--- src/rtl/mp_rx_pkg.sv ---
`timescale 1ns/1ps
package mp_rx_pkg;
  typedef enum logic [2:0] {
    ST_IDLE,
    ST_START,
    ST_DATA,
    ST_MARK,
    ST_STOP
  } rx_state_e;

  localparam int unsigned OVS = 16;
endpackage

--- src/rtl/mp_rx_tick.sv ---
`timescale 1ns/1ps
module mp_rx_tick #(
  parameter int unsigned OVS_DIV = 4
) (
  input  logic clk_i,
  input  logic rst_ni,
  output logic tick_o
);
  localparam int unsigned CW = (OVS_DIV > 1) ? $clog2(OVS_DIV) : 1;

  logic [CW-1:0] cnt_q;

  always_ff @(posedge clk_i or negedge rst_ni) begin
    if (!rst_ni) begin
      cnt_q  <= '0;
      tick_o <= 1'b0;
    end else if (cnt_q == CW'(OVS_DIV - 1)) begin
      cnt_q  <= '0;
      tick_o <= 1'b1;
    end else begin
      cnt_q  <= cnt_q + 1'b1;
      tick_o <= 1'b0;
    end
  end
endmodule

--- src/rtl/mp_rx_frame.sv ---
`timescale 1ns/1ps
module mp_rx_frame
  import mp_rx_pkg::*;
#(
  parameter int unsigned DW          = 8,
  parameter int unsigned SYNC_STAGES = 2
) (
  input  logic          clk_i,
  input  logic          rst_ni,
  input  logic          tick_i,
  input  logic          rx_i,
  output logic          done_o,
  output logic [DW-1:0] data_o,
  output logic          mark_o,
  output logic          stop_ok_o
);
  localparam int unsigned BCW  = $clog2(DW + 1);
  localparam int unsigned PW   = $clog2(OVS);
  localparam logic [PW-1:0] MID  = PW'(OVS / 2 - 1);
  localparam logic [PW-1:0] LAST = PW'(OVS - 1);

  logic [SYNC_STAGES-1:0] sync_q;
  logic                   rx_s;
  rx_state_e              st_q;
  logic [PW-1:0]          ph_q;
  logic [BCW-1:0]         bit_q;

  always_ff @(posedge clk_i or negedge rst_ni) begin
    if (!rst_ni) sync_q <= '1;
    else         sync_q <= {sync_q[SYNC_STAGES-2:0], rx_i};
  end
  assign rx_s = sync_q[SYNC_STAGES-1];

  always_ff @(posedge clk_i or negedge rst_ni) begin
    if (!rst_ni) begin
      st_q      <= ST_IDLE;
      ph_q      <= '0;
      bit_q     <= '0;
      data_o    <= '0;
      mark_o    <= 1'b0;
      stop_ok_o <= 1'b0;
      done_o    <= 1'b0;
    end else begin
      done_o <= 1'b0;
      if (tick_i) begin
        unique case (st_q)
          ST_IDLE: begin
            if (!rx_s) begin
              st_q <= ST_START;
              ph_q <= '0;
            end
          end
          ST_START: begin
            if (ph_q == MID) begin
              // confirm start at mid-bit, else treat as glitch
              ph_q  <= '0;
              bit_q <= '0;
              st_q  <= rx_s ? ST_IDLE : ST_DATA;
            end else begin
              ph_q <= ph_q + 1'b1;
            end
          end
          ST_DATA: begin
            ph_q <= ph_q + 1'b1;
            if (ph_q == LAST) begin
              data_o <= {rx_s, data_o[DW-1:1]};
              if (bit_q == BCW'(DW - 1)) st_q <= ST_MARK;
              else bit_q <= bit_q + 1'b1;
            end
          end
          ST_MARK: begin
            ph_q <= ph_q + 1'b1;
            if (ph_q == LAST) begin
              mark_o <= rx_s;
              st_q   <= ST_STOP;
            end
          end
          ST_STOP: begin
            ph_q <= ph_q + 1'b1;
            if (ph_q == LAST) begin
              stop_ok_o <= rx_s;
              done_o    <= 1'b1;
              st_q      <= ST_IDLE;
            end
          end
          default: st_q <= ST_IDLE;
        endcase
      end
    end
  end
endmodule

--- src/rtl/mp_rx_regs.sv ---
`timescale 1ns/1ps
module mp_rx_regs #(
  parameter int unsigned DW = 8
) (
  input  logic          clk_i,
  input  logic          rst_ni,
  input  logic          done_i,
  input  logic [DW-1:0] data_i,
  input  logic          mark_i,
  input  logic          stop_ok_i,
  input  logic          rd_i,
  input  logic          clr_fer_i,
  input  logic          clr_ore_i,
  input  logic          skip_set_i,
  input  logic          rie_i,
  output logic [DW-1:0] data_o,
  output logic          mpb_o,
  output logic          ready_o,
  output logic          fer_o,
  output logic          ore_o,
  output logic          skip_o,
  output logic          irq_o
);
  logic accept;

  // in skip mode only an address character gets through
  assign accept = done_i && (!skip_o || mark_i);

  always_ff @(posedge clk_i or negedge rst_ni) begin
    if (!rst_ni) begin
      data_o  <= '0;
      mpb_o   <= 1'b0;
      ready_o <= 1'b0;
      fer_o   <= 1'b0;
      ore_o   <= 1'b0;
      skip_o  <= 1'b0;
    end else begin
      if (rd_i)       ready_o <= 1'b0;
      if (clr_fer_i)  fer_o   <= 1'b0;
      if (clr_ore_i)  ore_o   <= 1'b0;
      if (skip_set_i) skip_o  <= 1'b1;
      if (accept) begin
        if (skip_o) skip_o <= 1'b0;
        if (ready_o) begin
          ore_o <= 1'b1;
        end else begin
          data_o  <= data_i;
          mpb_o   <= mark_i;
          ready_o <= 1'b1;
          if (!stop_ok_i) fer_o <= 1'b1;
        end
      end
    end
  end

  assign irq_o = rie_i & ready_o;
endmodule

--- src/rtl/mp_uart_rx.sv ---
`timescale 1ns/1ps
module mp_uart_rx #(
  parameter int unsigned DW      = 8,
  parameter int unsigned OVS_DIV = 4
) (
  input  logic          clk_i,
  input  logic          rst_ni,
  input  logic          rx_i,
  input  logic          rd_i,
  input  logic          clr_fer_i,
  input  logic          clr_ore_i,
  input  logic          skip_set_i,
  input  logic          rie_i,
  output logic [DW-1:0] data_o,
  output logic          mpb_o,
  output logic          ready_o,
  output logic          fer_o,
  output logic          ore_o,
  output logic          skip_o,
  output logic          irq_o
);
  logic          tick;
  logic          frm_done;
  logic [DW-1:0] frm_data;
  logic          frm_mark;
  logic          frm_stop_ok;

  mp_rx_tick #(.OVS_DIV(OVS_DIV)) u_tick (
    .clk_i  (clk_i),
    .rst_ni (rst_ni),
    .tick_o (tick)
  );

  mp_rx_frame #(.DW(DW), .SYNC_STAGES(2)) u_frame (
    .clk_i     (clk_i),
    .rst_ni    (rst_ni),
    .tick_i    (tick),
    .rx_i      (rx_i),
    .done_o    (frm_done),
    .data_o    (frm_data),
    .mark_o    (frm_mark),
    .stop_ok_o (frm_stop_ok)
  );

  mp_rx_regs #(.DW(DW)) u_regs (
    .clk_i      (clk_i),
    .rst_ni     (rst_ni),
    .done_i     (frm_done),
    .data_i     (frm_data),
    .mark_i     (frm_mark),
    .stop_ok_i  (frm_stop_ok),
    .rd_i       (rd_i),
    .clr_fer_i  (clr_fer_i),
    .clr_ore_i  (clr_ore_i),
    .skip_set_i (skip_set_i),
    .rie_i      (rie_i),
    .data_o     (data_o),
    .mpb_o      (mpb_o),
    .ready_o    (ready_o),
    .fer_o      (fer_o),
    .ore_o      (ore_o),
    .skip_o     (skip_o),
    .irq_o      (irq_o)
  );
endmodule

--- config.mk ---
export PLATFORM = sky130hd
export DESIGN_NAME = mp_uart_rx
export DESIGN_NICKNAME = d
export VERILOG_FILES = /design/src/rtl/mp_rx_pkg.sv /design/src/rtl/mp_rx_tick.sv /design/src/rtl/mp_rx_frame.sv /design/src/rtl/mp_rx_regs.sv /design/src/rtl/mp_uart_rx.sv
export SDC_FILE = /design/constraint.sdc
export NUM_CORES = 1
export LEC_CHECK = 0
export CAP_MARGIN = 20
export CORE_UTILIZATION = 30
export DETAILED_ROUTE_END_ITERATION = 10
export GPL_TIMING_DRIVEN = 0
export PLACE_DENSITY_LB_ADDON = 0.12
export SETUP_SLACK_MARGIN = 0.5
export SLEW_MARGIN = 15
export SYNTH_ARGS = -nofsm -noshare
export SYNTH_HDL_FRONTEND = slang
export SYNTH_HIERARCHICAL = 1
export SYNTH_SLANG_ARGS = --single-unit
export TNS_END_PERCENT = 50
--- constraint.sdc ---
create_clock -name clk_i -period 2.71 [get_ports clk_i]
set_clock_uncertainty 0.15 [all_clocks]
set_input_delay 0.542 -clock clk_i [delete_from_list [all_inputs] [get_ports clk_i]]
set_output_delay 0.542 -clock clk_i [all_outputs]
set_load 0.05 [all_outputs]
# Word-level counts from Yosys, hierarchy flattened
# Cells that the tools add are included.
dict set report word_totals {
  register_bits 40
  in_bits 8
  output_inout_bits 14
  word_cells 83
}
dict set report classes {
  eq_ne 15
  n_addsub 3
  muxes 33
  bitwise_logic 2
  n_reduce_logical 14
}
# op n
set ops {}
lappend ops {{4-bit two-way mux} 5}
lappend ops {{3-bit two-way mux} 6}
lappend ops {{1-bit two-way mux} 17}
lappend ops {{3-bit one-hot mux with 5 select lines} 1}
lappend ops {{4-bit one-hot mux with 3 select lines} 1}
lappend ops {{3-bit AND reduction} 4}
lappend ops {{2-bit by 1-bit inequality test with 1-bit output, second input constant} 5}
lappend ops {{4-bit by 1-bit adder with 4-bit output, second input constant} 2}
lappend ops {{4-bit by 3-bit == test with 1-bit output, second input constant} 2}
lappend ops {{4-bit one-hot mux with 2 select lines} 1}
lappend ops {{7-bit AND reduction} 1}
lappend ops {{3-bit by 2-bit == test with 1-bit output, second input constant} 2}
lappend ops {{5-bit AND reduction} 1}
lappend ops {{4-bit == test, second input constant} 1}
lappend ops {{2-bit two-way mux} 2}
lappend ops {{2-bit inequality test, second input constant} 2}
lappend ops {{3-bit by 1-bit == test with 1-bit output, second input constant} 1}
lappend ops {{3-bit == test, second input constant} 1}
lappend ops {{3-bit zero test} 1}
lappend ops {{3-bit nonzero test} 1}
lappend ops {{3-bit OR reduction} 1}
lappend ops {{2-bit by 1-bit adder with 2-bit output, second input constant} 1}
lappend ops {{2-bit == test, second input constant} 1}
lappend ops {{2-bit AND reduction} 1}
lappend ops {{6 further kinds} 6}

# Logic depth before layout (Yosys ltp)
dict set report logic_depth {
  depth_word 4
  mapped_depth 6
  ltp_nobuf 5
}

# Cells and area by module
# Netlist, hierarchy kept.
# module area_each_um2 cells_per_inst instances seq_area_each_um2
set modules_own_cells {}
lappend modules_own_cells {mp_rx_frame 1206.2 102 1 603.1}
lappend modules_own_cells {mp_rx_regs 545.5 36 1 325.3}
lappend modules_own_cells {mp_rx_tick 91.3 5 1 75.1}

# Least setup slack after synthesis
# No wires, ideal clock.
dict set report synth_path {
  kind {register to register}
  startpoint {register u_frame.bit_q[0]}
  endpoint {register u_frame.bit_q[3]}
  required_time_ns 2.456
  arrival_time_ns 1.685
  setup_ns 0.104
  setup_slack_ns 0.771
  path_stages_with_launch 6
  n_path_buf 0
  period_less_slack_ns 1.939
  path_cell_list {dfrtp_1 ha_1 and3b_1 o21a_1 or3_4 o41ai_2}
}
dict set report synth_between {
  elab_chain_cells 4
  word_cells_on_any_way 7
  cone_classes {1 x add/sub; 2 x eq/ne; 3 x mux; 1 x reduce/logical}
}
# element line
set synth_lines {}
lappend synth_lines {{from (decl)} mp_rx_frame.sv:26} ;# logic [BCW-1:0] bit_q;
lappend synth_lines {{from (signal assigned)} mp_rx_frame.sv:68} ;# else bit_q <= bit_q + 1'b1;
lappend synth_lines {{4-bit by 1-bit adder with 4-bit output} mp_rx_frame.sv:68}
lappend synth_lines {{4-bit two-way mux} mp_rx_frame.sv:67} ;# if (bit_q == BCW'(DW - 1)) st_q <= ST_MARK;
lappend synth_lines {{4-bit two-way mux} mp_rx_frame.sv:65} ;# if (ph_q == LAST) begin
lappend synth_lines {{4-bit one-hot mux with 2 select lines} mp_rx_frame.sv:46} ;# unique case (st_q)
# Several ways; a longest one is shown, not always the timed one. The select of a mux whose other input is x is not followed.
# A chain may end at the register's enable or synchronous reset.

# Final worst setup path
dict set report layout_path {
  startpoint {input rie_i}
  endpoint {output irq_o}
}
dict set report layout_between {
  elab_chain_cells 1
}
# element line
set layout_lines {}
lappend layout_lines {{from (decl)} mp_uart_rx.sv:13} ;# input logic rie_i,
lappend layout_lines {{1-bit bitwise AND} mp_rx_regs.sv:56} ;# assign irq_o = rie_i & ready_o;
lappend layout_lines {{to (decl)} mp_uart_rx.sv:20} ;# output logic irq_o
# No other way between the ends.

==> impl_metrics.tcl <==
set metrics [dict create \
    rows 28 \
    finalCritPeriodShare_pct 79.90 \
    startpoint "rie_i" \
    core_area_sq_mm 0.005921 \
    grt_pass1_wl_mm 5.609 \
    die_w_um 80.38 \
    ff_latch_area_sq_mm 0.001003 \
    postCtsSetupBuffers 0 \
    status "completed" \
    arrival_ps 1470 \
    dieArea_sq_mm 0.006461 \
    ir_drop_mv 0.3308 \
    ys.flop_type "dfrtp_1" \
    clkTransAtPathRegs_ps 70 \
    r2r_end "u_frame/bit_q[3]" \
    drt_iter0_drc 53 \
    min_path_cells 0 \
    wl_per_cell_um 13.00 \
    grt_max_degree 32 \
    clock-sinks 40 \
    clock_latency_ps 290 \
    worstMarginPinSlew_ps 528.0 \
    pin_count 22 \
    rsz0062_at_grt "true" \
    drc 0 \
    crit_path_top_delay_cell "clkdlybuf4s50_1" \
    synth_cells 143 \
    finalSetupViolations 0 \
    dp_hpwl_mm 2.355 \
    numCtsBuffers 5 \
    period_needed_ps 2165 \
    num_vias 1185 \
    synth_enable_flop_cells 0 \
    slew_headroom_pct 64.80 \
    endpoint "irq_o" \
    reg2reg_slack_ps 620 \
    nets 184 \
    synth_seq_area_share_pct 54.45 \
    power_density_mw_per_mm2 693.1 \
    avgSynthCellArea_sq_um 12.89 \
    crit_type "in2out" \
    synth_fp_nets 154 \
    finalHoldViolCount 0 \
    multiInputGateArea_sq_um 767.0 \
    whs_ps 206.7 \
    report.power.total_uw 1594 \
    ant_nets 0 \
    vias_per_cell 4.759 \
    max_freq_mhz 461.8 \
    max_stage_delay_ps 450 \
    r2r.worst_path.cells 5 \
    place.port_buffers 21 \
    slew_viol_final 0 \
    h-tree-depth 2 \
    gp_congestion 0.7528 \
    cts_root_buf "clkbuf_8" \
    async_flop_share_pct 100.0 \
    grt-ovfl-total 0 \
    critical_path_required_ps 2020 \
    cellLeakagePower_uw 0.001028 \
    wl_mm 3.237 \
    final_cell_mix "38 x dfrtp_1, 17 x clkdlybuf4s50_1, 12 x mux2_2" \
    synth_seq_cells 40 \
    dieHeight_um 80.38 \
    synth_warnings 6 \
    worstSetupEndpointType "output port" \
    rr_startpoint "u_frame/bit_q[0]" \
    cp-start-kind "primary input" \
    final_common_cell "dfrtp_1" \
    maxCapViolations 0 \
    synth_area_sq_mm 0.001843 \
    n_antenna_cell 0 \
    drtPass1Iterations 3 \
    worstPathMaxFanout 1 \
    cp_cell_sequence "clkdlybuf4s50_1 -> and2_1 -> clkdlybuf4s15_2" \
    yosys.cell_types.count 47 \
    layout-area-overhead-vs-synth_pct 24.78 \
    start_util_pct 31.13 \
    min_path_type "reg2reg" \
    grt_use_total_pct 11.33 \
    post_route_cells_drive_above_1_share_pct 27.59 \
    clockBufferDepth 2 \
    cts_tree "built" \
    antenna_found_initial 0 \
    grt_pass1_vias 1231 \
    layout.filler_cells 579 \
]
## worst min path at each step
stage | startpoint | end | slack, ps
floorplan | rst_ni | u_frame/bit_q[0] | 100
global placement | u_frame/sync_q[0] | u_frame/sync_q[1] | 200
detailed placement | u_frame/sync_q[0] | u_frame/sync_q[1] | 200
CTS | u_frame/sync_q[0] | u_frame/sync_q[1] | 210
global route | u_frame/sync_q[0] | u_frame/sync_q[1] | 210
finish | u_frame/sync_q[0] | u_frame/sync_q[1] | 210
## cell usage after synthesis, drive strengths merged, types with 2 or more instances
| cell type | number | share of area, % |
|---|---|---|
| nand2 | 6 | 1.2 |
| nor2b | 2 | 0.68 |
| a31oi | 2 | 0.68 |
| a21oi | 2 | 0.54 |
| and2 | 2 | 0.68 |
| o31ai | 3 | 1.2 |
| or3 | 2 | 0.95 |
| o22ai | 2 | 0.68 |
| o41ai | 3 | 1.8 |
| ha | 3 | 2.0 |
| or3b | 2 | 0.95 |
| dfstp | 2 | 2.9 |
| mux2 | 21 | 15 |
| o211ai | 2 | 1.1 |
| inv | 8 | 1.6 |
| dfrtp | 38 | 52 |
| nor2 | 8 | 2.0 |
| nand3 | 5 | 1.4 |
| nand2b | 4 | 1.4 |
| o21ai | 3 | 0.81 |
| buf | 5 | 2.3 |
## repair_timing
| action | 4_1_cts | 5_1_grt |
|---|---|---|
| hold buffers | 1 | 0 |
| resized for setup | 3 | 2 |
| endpoints found under the setup margin | 2 | 4 |
| pin swaps | 0 | 0 |
| endpoints found under the hold margin | 9 | 0 |
## cell type report
type                            count  share of cell area (%)
Buffer                              5                   1.850
Clock buffer                        6                   3.591
Clock inverter                      2                   1.687
Inverter                            8                   1.306
Multi-Input combinational cell     90                   33.35
Sequential cell                    40                   43.63
Tap cell                           75                   4.081
Timing Repair Buffer               23                   10.50
## metrics by stage
stage / setup WS (ps) / instances / util (%) / setup TNS, ps / area, sq um
2_1_floorplan: 771.3 / 143 / - / 0 / 1843
3_3_place_gp: -47.99 / 239 / 36.26 / -1704 / 2147
3_5_place_dp: 115.4 / 240 / 36.52 / 0 / 2162
4_1_cts: 467.0 / 249 / 38.76 / 0 / 2295
5_1_grt: 486.5 / 249 / 38.84 / 0 / 2300
6_report: 544.6 / 249 / 38.84 / 0 / 2300
## kinds of logic (layout without fill, tap and decap cells)
| family | Yosys count | after routing | share of synthesized area [%] |
|---|---|---|---|
| AOI/OAI and AO/OA | 23 | 23 | 9.844 |
| xor gates and xnor gates | 1 | 1 | 0.4753 |
| adders and majority gates | 4 | 4 | 2.580 |
| and+or+nand+nor | 40 | 40 | 13.51 |
| muxes | 22 | 22 | 15.21 |
| DFF | 40 | 40 | 54.45 |
| buffers and inverters | 13 | 44 | 3.937 |
## power by group
| group | internal, uW | switching, uW |
|---|---|---|
| sequential | 654 | 47.0 |
| combinational | 166 | 223 |
| clock | 301 | 203 |
| total | 1120 | 473 |
## worst max-delay path: cells and delay by family
family	cells	cell delay, ps
AND/OR/NAND/NOR	1	120
buffers and inverters	2	810
## routing by layer
metal / share of wire, % / wire, um / track usage [%] / up-vias
met4: 0.65 / 21 / 4.643 / 0
met1: 48 / 1542 / 14.44 / 595
li1: - / - / - / 569
met5: 0 / 0 / 0 / -
met2: 48 / 1569 / 17.63 / 19
met3: 3.2 / 104 / 3.636 / 2
## flip-flops by register name (all words and copies together), names as in the netlist
| name | cells |
|---|---|
| u_frame/bit_q | 4 |
| u_regs/ore_o | 1 |
| u_frame/ph_q | 4 |
| u_frame/stop_ok_o | 1 |
| u_frame/st_q | 3 |
| u_regs/fer_o | 1 |
| u_regs/skip_o | 1 |
| u_frame/done_o | 1 |
| u_regs/data_o | 8 |
| u_frame/sync_q | 2 |
| u_regs/mpb_o | 1 |
| u_tick/cnt_q | 2 |
| u_frame/data_o | 8 |
| u_regs/ready_o | 1 |
| u_frame/mark_o | 1 |
| u_tick/tick_o | 1 |
(Power assumes the default switching activity.)
